`src/rtl/exc_arb_pkg.sv`:
```
package exc_arb_pkg;
   localparam int EXC_N      = 5;
   localparam int EXC_RESET  = 0;
   localparam int EXC_TRACE  = 1;
   localparam int EXC_IRQ    = 2;
   localparam int EXC_DTRANS = 3;
   localparam int EXC_TRAP   = 4;

   typedef enum logic [1:0] {
      ICLS_PLAIN = 2'b00,
      ICLS_RTE   = 2'b01,
      ICLS_CTRL  = 2'b10,
      ICLS_OTHER = 2'b11
   } instr_cls_e;
endpackage

```
`src/rtl/exc_prio_pick.sv`:
```
module exc_prio_pick #(
   parameter int unsigned N = 4
) (
   input  logic [N-1:0] req,
   output logic [N-1:0] grant,
   output logic         any
);
   logic seen;

   always_comb begin
      seen  = 1'b0;
      grant = '0;
      for (int i = 0; i < int'(N); i++) begin
         grant[i] = req[i] & ~seen;
         seen     = seen | req[i];
      end
      any = seen;
   end
endmodule

```
`src/rtl/exc_pend_slot.sv`:
```
module exc_pend_slot #(
   parameter int unsigned DATA_W = 2
) (
   input  logic              clk,
   input  logic              rst_n,
   input  logic              flush,
   input  logic              set,
   input  logic [DATA_W-1:0] set_data,
   input  logic              drop,
   output logic              pend_nxt,
   output logic [DATA_W-1:0] data_nxt
);
   logic              pend_q;
   logic [DATA_W-1:0] data_q;
   logic              take;

   always_comb begin
      take     = set & (~pend_q | drop);
      pend_nxt = (pend_q & ~drop) | take;
      data_nxt = take ? set_data : data_q;
   end

   always_ff @(posedge clk or negedge rst_n) begin
      if (!rst_n) begin
         pend_q <= 1'b0;
         data_q <= '0;
      end else if (flush) begin
         pend_q <= 1'b0;
      end else begin
         pend_q <= pend_nxt;
         data_q <= data_nxt;
      end
   end
endmodule

```
`src/rtl/exc_vec_enc.sv`:
```
module exc_vec_enc
   import exc_arb_pkg::*;
#(
   parameter int unsigned VEC_W         = 4,
   parameter int unsigned NUM_W         = 2,
   parameter int unsigned VEC_RESET     = 0,
   parameter int unsigned VEC_TRACE     = 5,
   parameter int unsigned VEC_DTRANS    = 6,
   parameter int unsigned VEC_IRQ       = 7,
   parameter int unsigned VEC_TRAP_BASE = 8
) (
   input  logic [EXC_N-1:0] sel,
   input  logic [NUM_W-1:0] num,
   output logic [VEC_W-1:0] vec
);
   always_comb begin
      vec = '0;
      if (sel[EXC_RESET])       vec = VEC_W'(VEC_RESET);
      else if (sel[EXC_TRACE])  vec = VEC_W'(VEC_TRACE);
      else if (sel[EXC_IRQ])    vec = VEC_W'(VEC_IRQ);
      else if (sel[EXC_DTRANS]) vec = VEC_W'(VEC_DTRANS);
      else if (sel[EXC_TRAP])   vec = VEC_W'(VEC_TRAP_BASE) + VEC_W'(num);
   end
endmodule

```
`src/rtl/exc_arbiter.sv`:
```
module exc_arbiter
   import exc_arb_pkg::*;
#(
   parameter int unsigned VEC_W         = 4,
   parameter int unsigned TRAP_NUM_W    = 2,
   parameter int unsigned VEC_RESET     = 0,
   parameter int unsigned VEC_TRACE     = 5,
   parameter int unsigned VEC_DTRANS    = 6,
   parameter int unsigned VEC_IRQ       = 7,
   parameter int unsigned VEC_TRAP_BASE = 8
) (
   input  logic                  clk,
   input  logic                  rst_n,
   input  logic                  res_n,
   input  logic                  wdt_ovf,
   input  logic                  trace_en,
   input  logic                  irq_pend,
   input  logic                  sleep_req,
   input  logic                  trap_exec,
   input  logic [TRAP_NUM_W-1:0] trap_num,
   input  logic                  instr_done,
   input  logic [1:0]            instr_cls,
   input  logic [1:0]            int_mode,
   input  logic                  gnt_ack,
   output logic                  gnt_valid,
   output logic [EXC_N-1:0]      gnt_sel,
   output logic [VEC_W-1:0]      gnt_vec
);
   localparam int unsigned     CAND_N   = EXC_N - 1;
   localparam int unsigned     VEC_SPAN = 1 << VEC_W;
   localparam logic [EXC_N-1:0] RESET_OH = EXC_N'(1) << EXC_RESET;

   generate
      if (VEC_W < 1 || TRAP_NUM_W < 1) begin : g_bad_width
         $error("exc_arbiter: widths must be at least one bit");
      end
      if (VEC_TRAP_BASE + (1 << TRAP_NUM_W) > VEC_SPAN) begin : g_bad_trap
         $error("exc_arbiter: trap vectors exceed VEC_W");
      end
      if (VEC_RESET >= VEC_SPAN || VEC_TRACE >= VEC_SPAN ||
          VEC_DTRANS >= VEC_SPAN || VEC_IRQ >= VEC_SPAN) begin : g_bad_vec
         $error("exc_arbiter: a fixed vector exceeds VEC_W");
      end
   endgenerate

   logic                  rst_req, ack_ok, bnd_instr, bnd;
   logic                  drop_dt, drop_trap;
   logic                  dt_q, dt_nxt;
   logic                  trap_nxt;
   logic [TRAP_NUM_W-1:0] trap_num_nxt;
   logic                  trace_ok, irq_ok;
   logic [CAND_N-1:0]     cand, pick_oh;
   logic                  pick_any;
   logic [EXC_N-1:0]      nxt_sel;
   logic [VEC_W-1:0]      nxt_vec;

   always_comb begin
      rst_req   = ~res_n | wdt_ovf;
      ack_ok    = gnt_ack & gnt_valid & ~(gnt_sel[EXC_RESET] & ~res_n);
      bnd_instr = instr_done & ~gnt_valid;
      bnd       = bnd_instr | ack_ok;
      drop_dt   = ack_ok & gnt_sel[EXC_DTRANS];
      drop_trap = ack_ok & gnt_sel[EXC_TRAP];
      dt_nxt    = (dt_q & ~drop_dt) | sleep_req;
      trace_ok  = trace_en & (int_mode >= 2'd2)
                & ~(bnd_instr & (instr_cls == ICLS_RTE));
      irq_ok    = irq_pend
                & ~(bnd_instr & (instr_cls == ICLS_CTRL))
                & ~(ack_ok & gnt_sel[EXC_RESET]);
      cand      = {trap_nxt, dt_nxt, irq_ok, trace_ok};
      nxt_sel   = {pick_oh, 1'b0};
   end

   exc_pend_slot #(.DATA_W(TRAP_NUM_W)) trap_slot_i (
      .clk      (clk),
      .rst_n    (rst_n),
      .flush    (rst_req),
      .set      (trap_exec),
      .set_data (trap_num),
      .drop     (drop_trap),
      .pend_nxt (trap_nxt),
      .data_nxt (trap_num_nxt)
   );

   exc_prio_pick #(.N(CAND_N)) pick_i (
      .req   (cand),
      .grant (pick_oh),
      .any   (pick_any)
   );

   exc_vec_enc #(
      .VEC_W        (VEC_W),
      .NUM_W        (TRAP_NUM_W),
      .VEC_RESET    (VEC_RESET),
      .VEC_TRACE    (VEC_TRACE),
      .VEC_DTRANS   (VEC_DTRANS),
      .VEC_IRQ      (VEC_IRQ),
      .VEC_TRAP_BASE(VEC_TRAP_BASE)
   ) enc_i (
      .sel (nxt_sel),
      .num (trap_num_nxt),
      .vec (nxt_vec)
   );

   always_ff @(posedge clk or negedge rst_n) begin
      if (!rst_n) begin
         gnt_valid <= 1'b1;
         gnt_sel   <= RESET_OH;
         gnt_vec   <= VEC_W'(VEC_RESET);
         dt_q      <= 1'b0;
      end else if (rst_req) begin
         gnt_valid <= 1'b1;
         gnt_sel   <= RESET_OH;
         gnt_vec   <= VEC_W'(VEC_RESET);
         dt_q      <= 1'b0;
      end else begin
         dt_q <= dt_nxt;
         if (bnd && pick_any) begin
            gnt_valid <= 1'b1;
            gnt_sel   <= nxt_sel;
            gnt_vec   <= nxt_vec;
         end else if (ack_ok) begin
            gnt_valid <= 1'b0;
            gnt_sel   <= '0;
            gnt_vec   <= '0;
         end
      end
   end
endmodule

```
`config.mk`:
```
export PLATFORM = sky130hd
export DESIGN_NAME = exc_arbiter
export DESIGN_NICKNAME = d
export VERILOG_FILES = /design/src/rtl/exc_arb_pkg.sv /design/src/rtl/exc_prio_pick.sv /design/src/rtl/exc_pend_slot.sv /design/src/rtl/exc_vec_enc.sv /design/src/rtl/exc_arbiter.sv
export SDC_FILE = /design/constraint.sdc
export NUM_CORES = 1
export LEC_CHECK = 0
export CORE_MARGIN = 5
export CORE_UTILIZATION = 44
export CTS_CLUSTER_DIAMETER = 100
export CTS_CLUSTER_SIZE = 8
export DETAILED_ROUTE_END_ITERATION = 8
export MAX_ROUTING_LAYER = met4
export PLACE_DENSITY = 0.86
export SLEW_MARGIN = 20
export SYNTH_ARGS = -nofsm -noshare
export SYNTH_HDL_FRONTEND = slang
export SYNTH_HIERARCHICAL = 1
export SYNTH_SLANG_ARGS = --single-unit
```
`constraint.sdc`:
```
create_clock -name clk -period 3 [get_ports clk]
set_input_delay 0.6 -clock clk [delete_from_list [all_inputs] [get_ports clk]]
set_output_delay 0.6 -clock clk [all_outputs]
set_load 0.02 [all_outputs]
```
* After elaboration in Yosys (flattened, before gate mapping)
Cells that the tools add are included.
Cells by class: add/sub/neg operators 1, $lt $le $gt $ge 1, eq/ne operators 2, mux-type cells 16, bitwise gates (word level) 39, reduce and logical (&&, ||, !) cells 2
Operator list (number):
- 4-bit two-way mux | 7
- 1-bit AND | 19
- 5-bit two-way mux | 3
- 1-bit inverter | 12
- 1-bit OR | 8
- 1-bit two-way mux | 5
- 4-bit by 2-bit adder with 4-bit output (first input constant) | 1
- 3-bit nonzero test | 1
- 2-bit by 1-bit == test with 1-bit output (second input constant) | 1
- 2-bit == test (second input constant) | 1
- 2-bit >= comparator (second input constant) | 1
- 2-bit two-way mux | 1
- 1-bit logical AND | 1
Storage, ports and cells: register bits 14, input port bits 16, word-level logic and storage cells 67

* Longest topological paths before layout
Gate-level depths: netlist (run 1).
word-level depth 17, depth in mapped cells 9

* By module
The synthesis (run 1) kept the hierarchy.
Modules (own cells, without submodules):
- exc_arbiter | instances 1, cells each 46, area an instance 528.0 um2, seq. area each 277.8 um2
- exc_pend_slot | instances 1, cells each 12, area an instance 187.7 um2, seq. area each 75.1 um2
- exc_vec_enc | instances 1, cells each 8, area an instance 50.0 um2, seq. area each 0.0 um2
- exc_prio_pick | instances 1, cells each 5, area an instance 37.5 um2, seq. area each 0.0 um2

* Worst setup path after synthesis (run 1)
OpenSTA, ideal clock, no wires.
kind reg-to-reg, start point register gnt_valid, end point register gnt_sel[4], library setup time 0.067 ns, arrival time 2.160 ns, required time 2.933 ns, slack 0.773 ns, cell stages (with the launch flop) 10, path buffers 0, cell sequence dfstp_2 > nand2_2 > nor2_1 > and2_1 > nand2b_4 > nand2b_1 > or4_1 > inv_1 > o211a_1 > a22o_1
RTL lines:
- start, declared | line exc_arbiter.sv:25 | output logic gnt_valid,
- start signal, assigned | line exc_arbiter.sv:107 | gnt_valid <= 1'b1;
- start signal, assigned | line exc_arbiter.sv:112 | gnt_valid <= 1'b1;
- start signal, assigned | line exc_arbiter.sv:119 | gnt_valid <= 1'b1;
- 1-bit AND * (2 in a row) | line exc_arbiter.sv:59 | ack_ok = gnt_ack & gnt_valid & ~(gnt_sel[EXC_RESET] & ~res_n);
- 1-bit AND * | line exc_arbiter.sv:63 | drop_trap = ack_ok & gnt_sel[EXC_TRAP];
- net drop_trap | line exc_arbiter.sv:47 | logic drop_dt, drop_trap;
- 1-bit OR or 1-bit inverter (tied branches) | line exc_pend_slot.sv:18, exc_pend_slot.sv:19
- 1-bit AND, on equally long branches | line exc_pend_slot.sv:18, exc_pend_slot.sv:19
- 1-bit OR * | line exc_pend_slot.sv:19 | pend_nxt = (pend_q & ~drop) | take;
- net trap_nxt | line exc_arbiter.sv:49 | logic trap_nxt;
- 1-bit OR * | line exc_prio_pick.sv:15 | seen = seen | req[i];
- net pick_any | line exc_arbiter.sv:53 | logic pick_any;
- 1-bit logical AND * | line exc_arbiter.sv:118 | if (bnd && pick_any) begin
- 5-bit two-way mux | line exc_arbiter.sv:118
- 5-bit two-way mux | line exc_arbiter.sv:111 | end else if (rst_req) begin
- end signal, assigned | line exc_arbiter.sv:120 | gnt_sel <= nxt_sel;
- end, declared | line exc_arbiter.sv:26 | output logic [EXC_N-1:0] gnt_sel,
The timed path passes the listed nets; every way through them passes the cells marked *. A chain may end at the register's enable or synchronous reset.

* Worst setup path after layout (run 1)
start point input port gnt_ack, end point register gnt_vec[3]
RTL lines:
- start, declared | line exc_arbiter.sv:24 | input logic gnt_ack,
- 1-bit AND * (2 in a row) | line exc_arbiter.sv:59
- 1-bit AND * | line exc_arbiter.sv:63
- net drop_trap | line exc_arbiter.sv:47
- 1-bit OR or 1-bit inverter (tied branches) | line exc_pend_slot.sv:18, exc_pend_slot.sv:19
- 1-bit AND, on equally long branches | line exc_pend_slot.sv:18, exc_pend_slot.sv:19
- 1-bit OR * | line exc_pend_slot.sv:19
- net trap_nxt | line exc_arbiter.sv:49
- 1-bit OR * | line exc_prio_pick.sv:15
- net pick_any | line exc_arbiter.sv:53
- 1-bit logical AND * | line exc_arbiter.sv:118
- 4-bit two-way mux | line exc_arbiter.sv:118
- 4-bit two-way mux | line exc_arbiter.sv:111
- end signal, assigned | line exc_arbiter.sv:109 | gnt_vec <= VEC_W'(VEC_RESET);
- end signal, assigned | line exc_arbiter.sv:114 | gnt_vec <= VEC_W'(VEC_RESET);
- end signal, assigned | line exc_arbiter.sv:121 | gnt_vec <= nxt_vec;
- end, declared | line exc_arbiter.sv:27 | output logic [VEC_W-1:0] gnt_vec
Marked as above.

==> results_dict.tcl, run 1 <==
set metrics [dict create \
    status "finished clean" \
    drt_pre_antenna_iters 4 \
    worst_hold_path_type "reg -> reg" \
    cts_buffer_depth 2 \
    finalSetupViolCount 0 \
    yosysTopAreaCellShare_pct 37.4 \
    finalMaxSlewViolations 0 \
    remaining_drc_errors 0 \
    cp.required_ns 3.22 \
    yosys-top-cells-area "dfrtp_1, a22o_1, mux2_4" \
    peakVddDrop_uv 285 \
    synth_commonest_cells "dfrtp_1, a22o_1, inv_1" \
    place.gp.congestion 0.817 \
    final_antenna_net_count 0 \
    grt_first_pass_wirelength_um 3060 \
    count_of_mapped_cells_out_of_synthesis 71 \
    cts.reportedPaths.clkPinSlew_ns 0.08 \
    fin_skew_ns 0.00640 \
    post_synth.cell_area_avg_um2 11.3 \
    postLayoutCellArea_mm2 0.00114 \
    detail_route.wl_per_cell_um 14.2 \
    ctsResizeCount 0 \
    area_delta_synth_final_pct 41.6 \
    gr-total-overflow 0 \
    tritoncts_clock_tree "yes" \
    grt_setup_unrepaired "false" \
    power_density_mw_per_mm2 397 \
    slowest_delay_ns 0.47 \
    fmax_mhz 379 \
    cts_max_level 1 \
    critical-path-top-delay-family "simple AND/OR/NAND/NOR gates" \
    max-slew-margin-rel_pct 56.7 \
    num-nets-final 121 \
    avgViaCountPerCell 4.99 \
    cts.root.buffer_cell "clkbuf_4" \
    ys_types 29 \
    n_antenna_cell 0 \
    synth_enable_flop_cells 0 \
    dieArea_mm2 0.00278 \
    timing.final.crit_share_pct 87.9 \
    cp.arrival_ns 2.86 \
    dp_hpwl_um 1420 \
    synth.yosys.warnings 6 \
    number_of_ports_placed_on_the_die_boundary 26 \
    tritoncts.num_buffers 3 \
    clk-insertion-delay-late_ns 0.28 \
    drt-total-wl_um 1830 \
    design.core.area_mm2 0.00173 \
    critPathSlowestCell "clkdlybuf4s50_1" \
    starting_density_of_the_core_pct 46.5 \
    max_cap_viol_count 0 \
    route.vias.total 644 \
    netlist_area_before_placement_um2 803 \
    cp.buffers_inverters 2 \
    dominantRegCellSynth "dfrtp_1" \
    quantity_of_i_o_buffers_inserted_on_ports 24 \
    die_boundary_height_um 52.7 \
    grtUsageTotal_pct 15.8 \
    worst_pin_slew_ns 0.647 \
    critical_path.endpoint_type "flip-flop" \
    pin_count_of_the_biggest_net_entering_global_routing 15 \
    cp_cell_sequence "clkdlybuf4s50_1 -> nand2_2 -> nor2_1 -> and2_1 -> nand2b_4 -> nand2b_1 -> or4_1 -> inv_1 -> o211a_1 -> a22o_1" \
    cp-start-kind "primary input" \
    fin_crit_ns 2.64 \
    synth_largest_area_cell "dfrtp_1" \
    detailed_place.area_mm2 0.00110 \
    cts_post_setup_buffers_inserted 0 \
    cts.hold.buffers_added 0 \
    synth_seq_cells 14 \
    synthMostInstantiatedCell "dfrtp_1" \
    critical_path.max_fanout 8 \
    cts_num_sinks 14 \
    synth_seq_area_share_pct 43.9 \
    core.rowCount 15 \
    critical_path_class "in -> reg" \
    drt_iter0_drc 5 \
    leakagePower_nw 0.514 \
    fin_total_pwr_mw 0.451 \
    final.setup.tns_ns 0 \
    synth_async_sr_flop_share_pct 100 \
    vias_in_the_first_global_route 695 \
    fraction_of_layout_cells_with_a_size_suffix_above_1_pct 19.2 \
    final-hold-violation-count 0 \
    die_w_um 52.7 \
    antenna_found_initial 0 \
]
per-stage QoR:
| step | util, % | setup WS, ns | hold WS (ns) | std cells |
|---|---|---|---|---|
| after floorplan | - | 0.773 | 0.304 | 74 |
| after global placement | 63.8 | 0.173 | 0.486 | 125 |
| after detailed placement | 63.8 | 0.135 | 0.493 | 125 |
| after CTS | 65.9 | 0.392 | 0.513 | 129 |
| after global routing | 65.9 | 0.225 | 0.531 | 129 |
| final | 65.9 | 0.363 | 0.507 | 129 |
routing by layer:
| layer | GRT usage (%) | vias to the layer above | wire (um) |
|---|---|---|---|
| met4 | 8.09 | 0 | 14 |
| met2 | 26.4 | 16 | 932 |
| met5 | - | - | 0 |
| met3 | 3.42 | 2 | 90 |
| met1 | 17.6 | 303 | 792 |
| li1 | - | 323 | - |
cells in the final DEF, fill, tap and decap left out:
master / n
a2111oi_4: 1
a211oi_1: 2
a21oi_1: 4
a22o_1: 8
and2_1: 1
and4bb_1: 1
buf_4: 3
clkbuf_4: 3
clkbuf_8: 1
clkdlybuf4s50_1: 24
conb_1: 4
dfrtp_1: 12
dfstp_2: 2
inv_1: 6
mux2_4: 4
nand2_1: 1
nand2_2: 2
nand2b_1: 2
nand2b_4: 2
nand3b_1: 1
nand3b_4: 1
nor2_1: 3
nor2b_1: 4
nor3_1: 2
nor3b_1: 1
nor4b_1: 1
o211a_1: 1
o21a_1: 1
o21ai_0: 3
o311a_2: 1
o31ai_1: 1
or4_1: 1
where the power goes:
part	internal (mW)	switching, mW	leakage, nW	total, mW
sequential	0.201	0.00700	0.183	0.208
clock	0.0738	0.0641	0.0210	0.138
combinational	0.0590	0.0467	0.310	0.106
total	0.334	0.118	0.514	0.451
worst paths after layout:
path | endpoint | depth (start not counted) | start | slack [ns]
max | gnt_vec[3] | 10 | gnt_ack | 0.36
max in group asynchronous | gnt_sel[1] | 1 | rst_n | 1.87
min | gnt_vec[2] | 1 | gnt_vec[2] | 0.51
min in group asynchronous | dt_q | 1 | rst_n | 0.71
min reg2reg | gnt_vec[2] | 1 | gnt_vec[2] | 0.51
max reg2reg | gnt_vec[3] | 9 | gnt_valid | 0.59
worst register-to-register path, cell delays in order, from the launching register on:
cell and delay [ns]:
dfstp_2 0.57, nand2_2 0.09, nor2_1 0.16, and2_1 0.15
nand2b_4 0.14, nand2b_1 0.10, or4_1 0.47, inv_1 0.15
o211a_1 0.34, a22o_1 0.18
state kept, by name, summed over array words and instances (netlist names):
register and flops:
gnt_sel 5, gnt_vec 4, trap_slot_i/data_q 2, dt_q 1
gnt_valid 1, trap_slot_i/pend_q 1
logic make-up (layout without fill, tap and decap cells):
family,after synthesis,after routing,share of synthesized area (%)
compound gates,22,22,22.9
flops,14,14,43.9
simple gates,23,23,21.5
mux,4,4,7.48
buf+inv,7,37,3.74
other cells,1,4,0.467
cell type report:
| cell class | instances | area, um2 |
|---|---|---|
| timing repair buffer | 27 | 263 |
| fill | 153 | 589 |
| tap | 25 | 31.3 |
| sequential | 14 | 353 |
| multi-input combinational | 53 | 432 |
| inverter | 6 | 22.5 |
| clock buffer | 4 | 36.3 |
No activity file was read; power rests on OpenSTA's default activity.
==> run 2: changes to the inputs <==
SKIP_CTS_REPAIR_TIMING = 1   (was default)
TNS_END_PERCENT = 30   (was default)
==> results of run 2 <==
Final layout, timing and power as in run 1 (identical DEF).
==> run 3: changes to the inputs <==
CORE_UTILIZATION = 23   (was 44)
PLACE_DENSITY = 0.55   (was 0.86)
TNS_END_PERCENT = 10   (was 30)
==> results_dict.tcl, run 3 (synthesis gave the netlist of run 1 again) <==
set metrics [dict create \
    starting_density_of_the_core_pct 23.9 \
    drt-total-wl_um 2030 \
    critical_path.endpoint_type "flip-flop" \
    hp-start "gnt_sel[1]" \
    gr-total-overflow 0 \
    status "finished clean" \
    max_cap_viol_count 0 \
    critical_path_class "in -> reg" \
    cts_buffer_depth 2 \
    largest-register "gnt_sel" \
    max-slew-margin-rel_pct 57.3 \
    post_layout_nonfiller_instances 150 \
    final-hold-violation-count 0 \
    tritoncts.num_buffers 3 \
    cts.reportedPaths.clkPinSlew_ns 0.08 \
    place.gp.congestion 0.754 \
    leakagePower_nw 0.508 \
    antenna_found_initial 0 \
    die_boundary_height_um 69.1 \
    route.vias.total 676 \
    grt_first_pass_wirelength_um 3440 \
    drt_iter0_drc 47 \
    peakVddDrop_uv 114 \
    final.setup.tns_ns 0 \
    critical_path.max_fanout 8 \
    die_w_um 69.1 \
    cts_num_sinks 14 \
    fin_total_pwr_mw 0.425 \
    fin_crit_ns 2.60 \
    crit_path_start "res_n" \
    finalMaxSlewViolations 0 \
    mostFrequentLayoutCells "clkdlybuf4s50_1, dfrtp_1, a22o_1" \
    layout.filler_cells 361 \
    register_area_um2 353 \
    fraction_of_layout_cells_with_a_size_suffix_above_1_pct 18.3 \
    detailedPlace.worstSlack_ns 0.113 \
    timing.final.ws_setup_ns 0.397 \
    tritoncts_clock_tree "yes" \
    quantity_of_i_o_buffers_inserted_on_ports 24 \
    core.rowCount 21 \
    detail_route.wl_per_cell_um 13.5 \
    num-nets-final 121 \
    power_density_mw_per_mm2 368 \
    fmax_mhz 384 \
    largest_register_ff_count 5 \
    pin_count_of_the_biggest_net_entering_global_routing 15 \
    detailed_place.area_mm2 0.00113 \
    dieArea_mm2 0.00477 \
    layout.core_utilization_pct 34.3 \
    vias_in_the_first_global_route 706 \
    cp.arrival_ns 2.81 \
    cp.required_ns 3.21 \
    final_antenna_net_count 0 \
    placed_cells_incl_taps 146 \
    avgViaCountPerCell 4.51 \
    holdWs_ns 0.504 \
    cts.root.buffer_cell "clkbuf_4" \
    fin_skew_ns 0.00408 \
    number_of_ports_placed_on_the_die_boundary 26 \
    worst_pin_slew_ns 0.638 \
    drt_pre_antenna_iters 4 \
    design.core.area_mm2 0.00336 \
    clk-insertion-delay-late_ns 0.27 \
    multi_input_area_um2 432 \
    final_common_cell "clkdlybuf4s50_1" \
    dp_hpwl_um 1570 \
    grtUsageTotal_pct 8.82 \
    postLayoutCellArea_mm2 0.00115 \
    area_delta_synth_final_pct 43.6 \
    worst_hold_path_type "reg -> reg" \
    reg.largest.list "gnt_sel (5), gnt_vec (4), trap_slot_i/data_q (2)" \
    grt_setup_unrepaired "false" \
    n_antenna_cell 0 \
    reg2reg_from "gnt_valid" \
    timing.final.crit_share_pct 86.8 \
    remaining_drc_errors 0 \
    finalSetupViolCount 0 \
    cts_max_level 1 \
    cp-start-kind "primary input" \
]
run 3: cell types whose count changed in the layout (fill, tap and decap cells not counted):
| cell | change |
|---|---|
| clkbuf_1 | +1 |
| clkbuf_8 | -1 |
run 3: final cells by class:
| class | count | area share [%] |
|---|---|---|
| clock buffers | 4 | 2.28 |
| repair buffers | 27 | 22.8 |
| multi-input cells | 53 | 37.4 |
| flip-flops and latches | 14 | 30.6 |
| inverters | 6 | 1.95 |
| well taps | 46 | 4.99 |
run 3: final timing paths:
path / to / slack [ns] / depth (start not counted)
setup / recovery: gnt_vec[1] / 0.40 / 10
hold reg to reg: gnt_sel[1] / 0.50 / 1
min in group asynchronous: dt_q / 0.72 / 1
hold / removal: gnt_sel[1] / 0.50 / 1
max in group asynchronous: gnt_sel[1] / 1.87 / 1
setup reg to reg: gnt_vec[1] / 0.66 / 9
run 3: routing by layer:
layer / part of all wire, % / vias to the layer above / track usage, %
met5: 0 / - / -
met4: 0 / 0 / 1.30
met3: 5.6 / 0 / 2.62
met2: 46 / 26 / 13.8
met1: 48 / 328 / 11.5
li1: - / 322 / -
run 3: report_power, final:
group | total [mW] | switching [mW] | leakage, nW | internal [mW]
Sequential | 0.208 | 0.00718 | 0.183 | 0.201
Clock | 0.110 | 0.0584 | 0.0150 | 0.0515
Combinational | 0.107 | 0.0480 | 0.310 | 0.0591
Total | 0.425 | 0.114 | 0.508 | 0.311
run 3: critical path: stages:
cell	delay, ns
clkdlybuf4s50_1	0.50
nor2b_1	0.08
nor2_1	0.12
and2_1	0.14
nand2b_4	0.14
nand2b_1	0.08
or4_1	0.48
inv_1	0.14
o211a_1	0.34
a22o_1	0.18
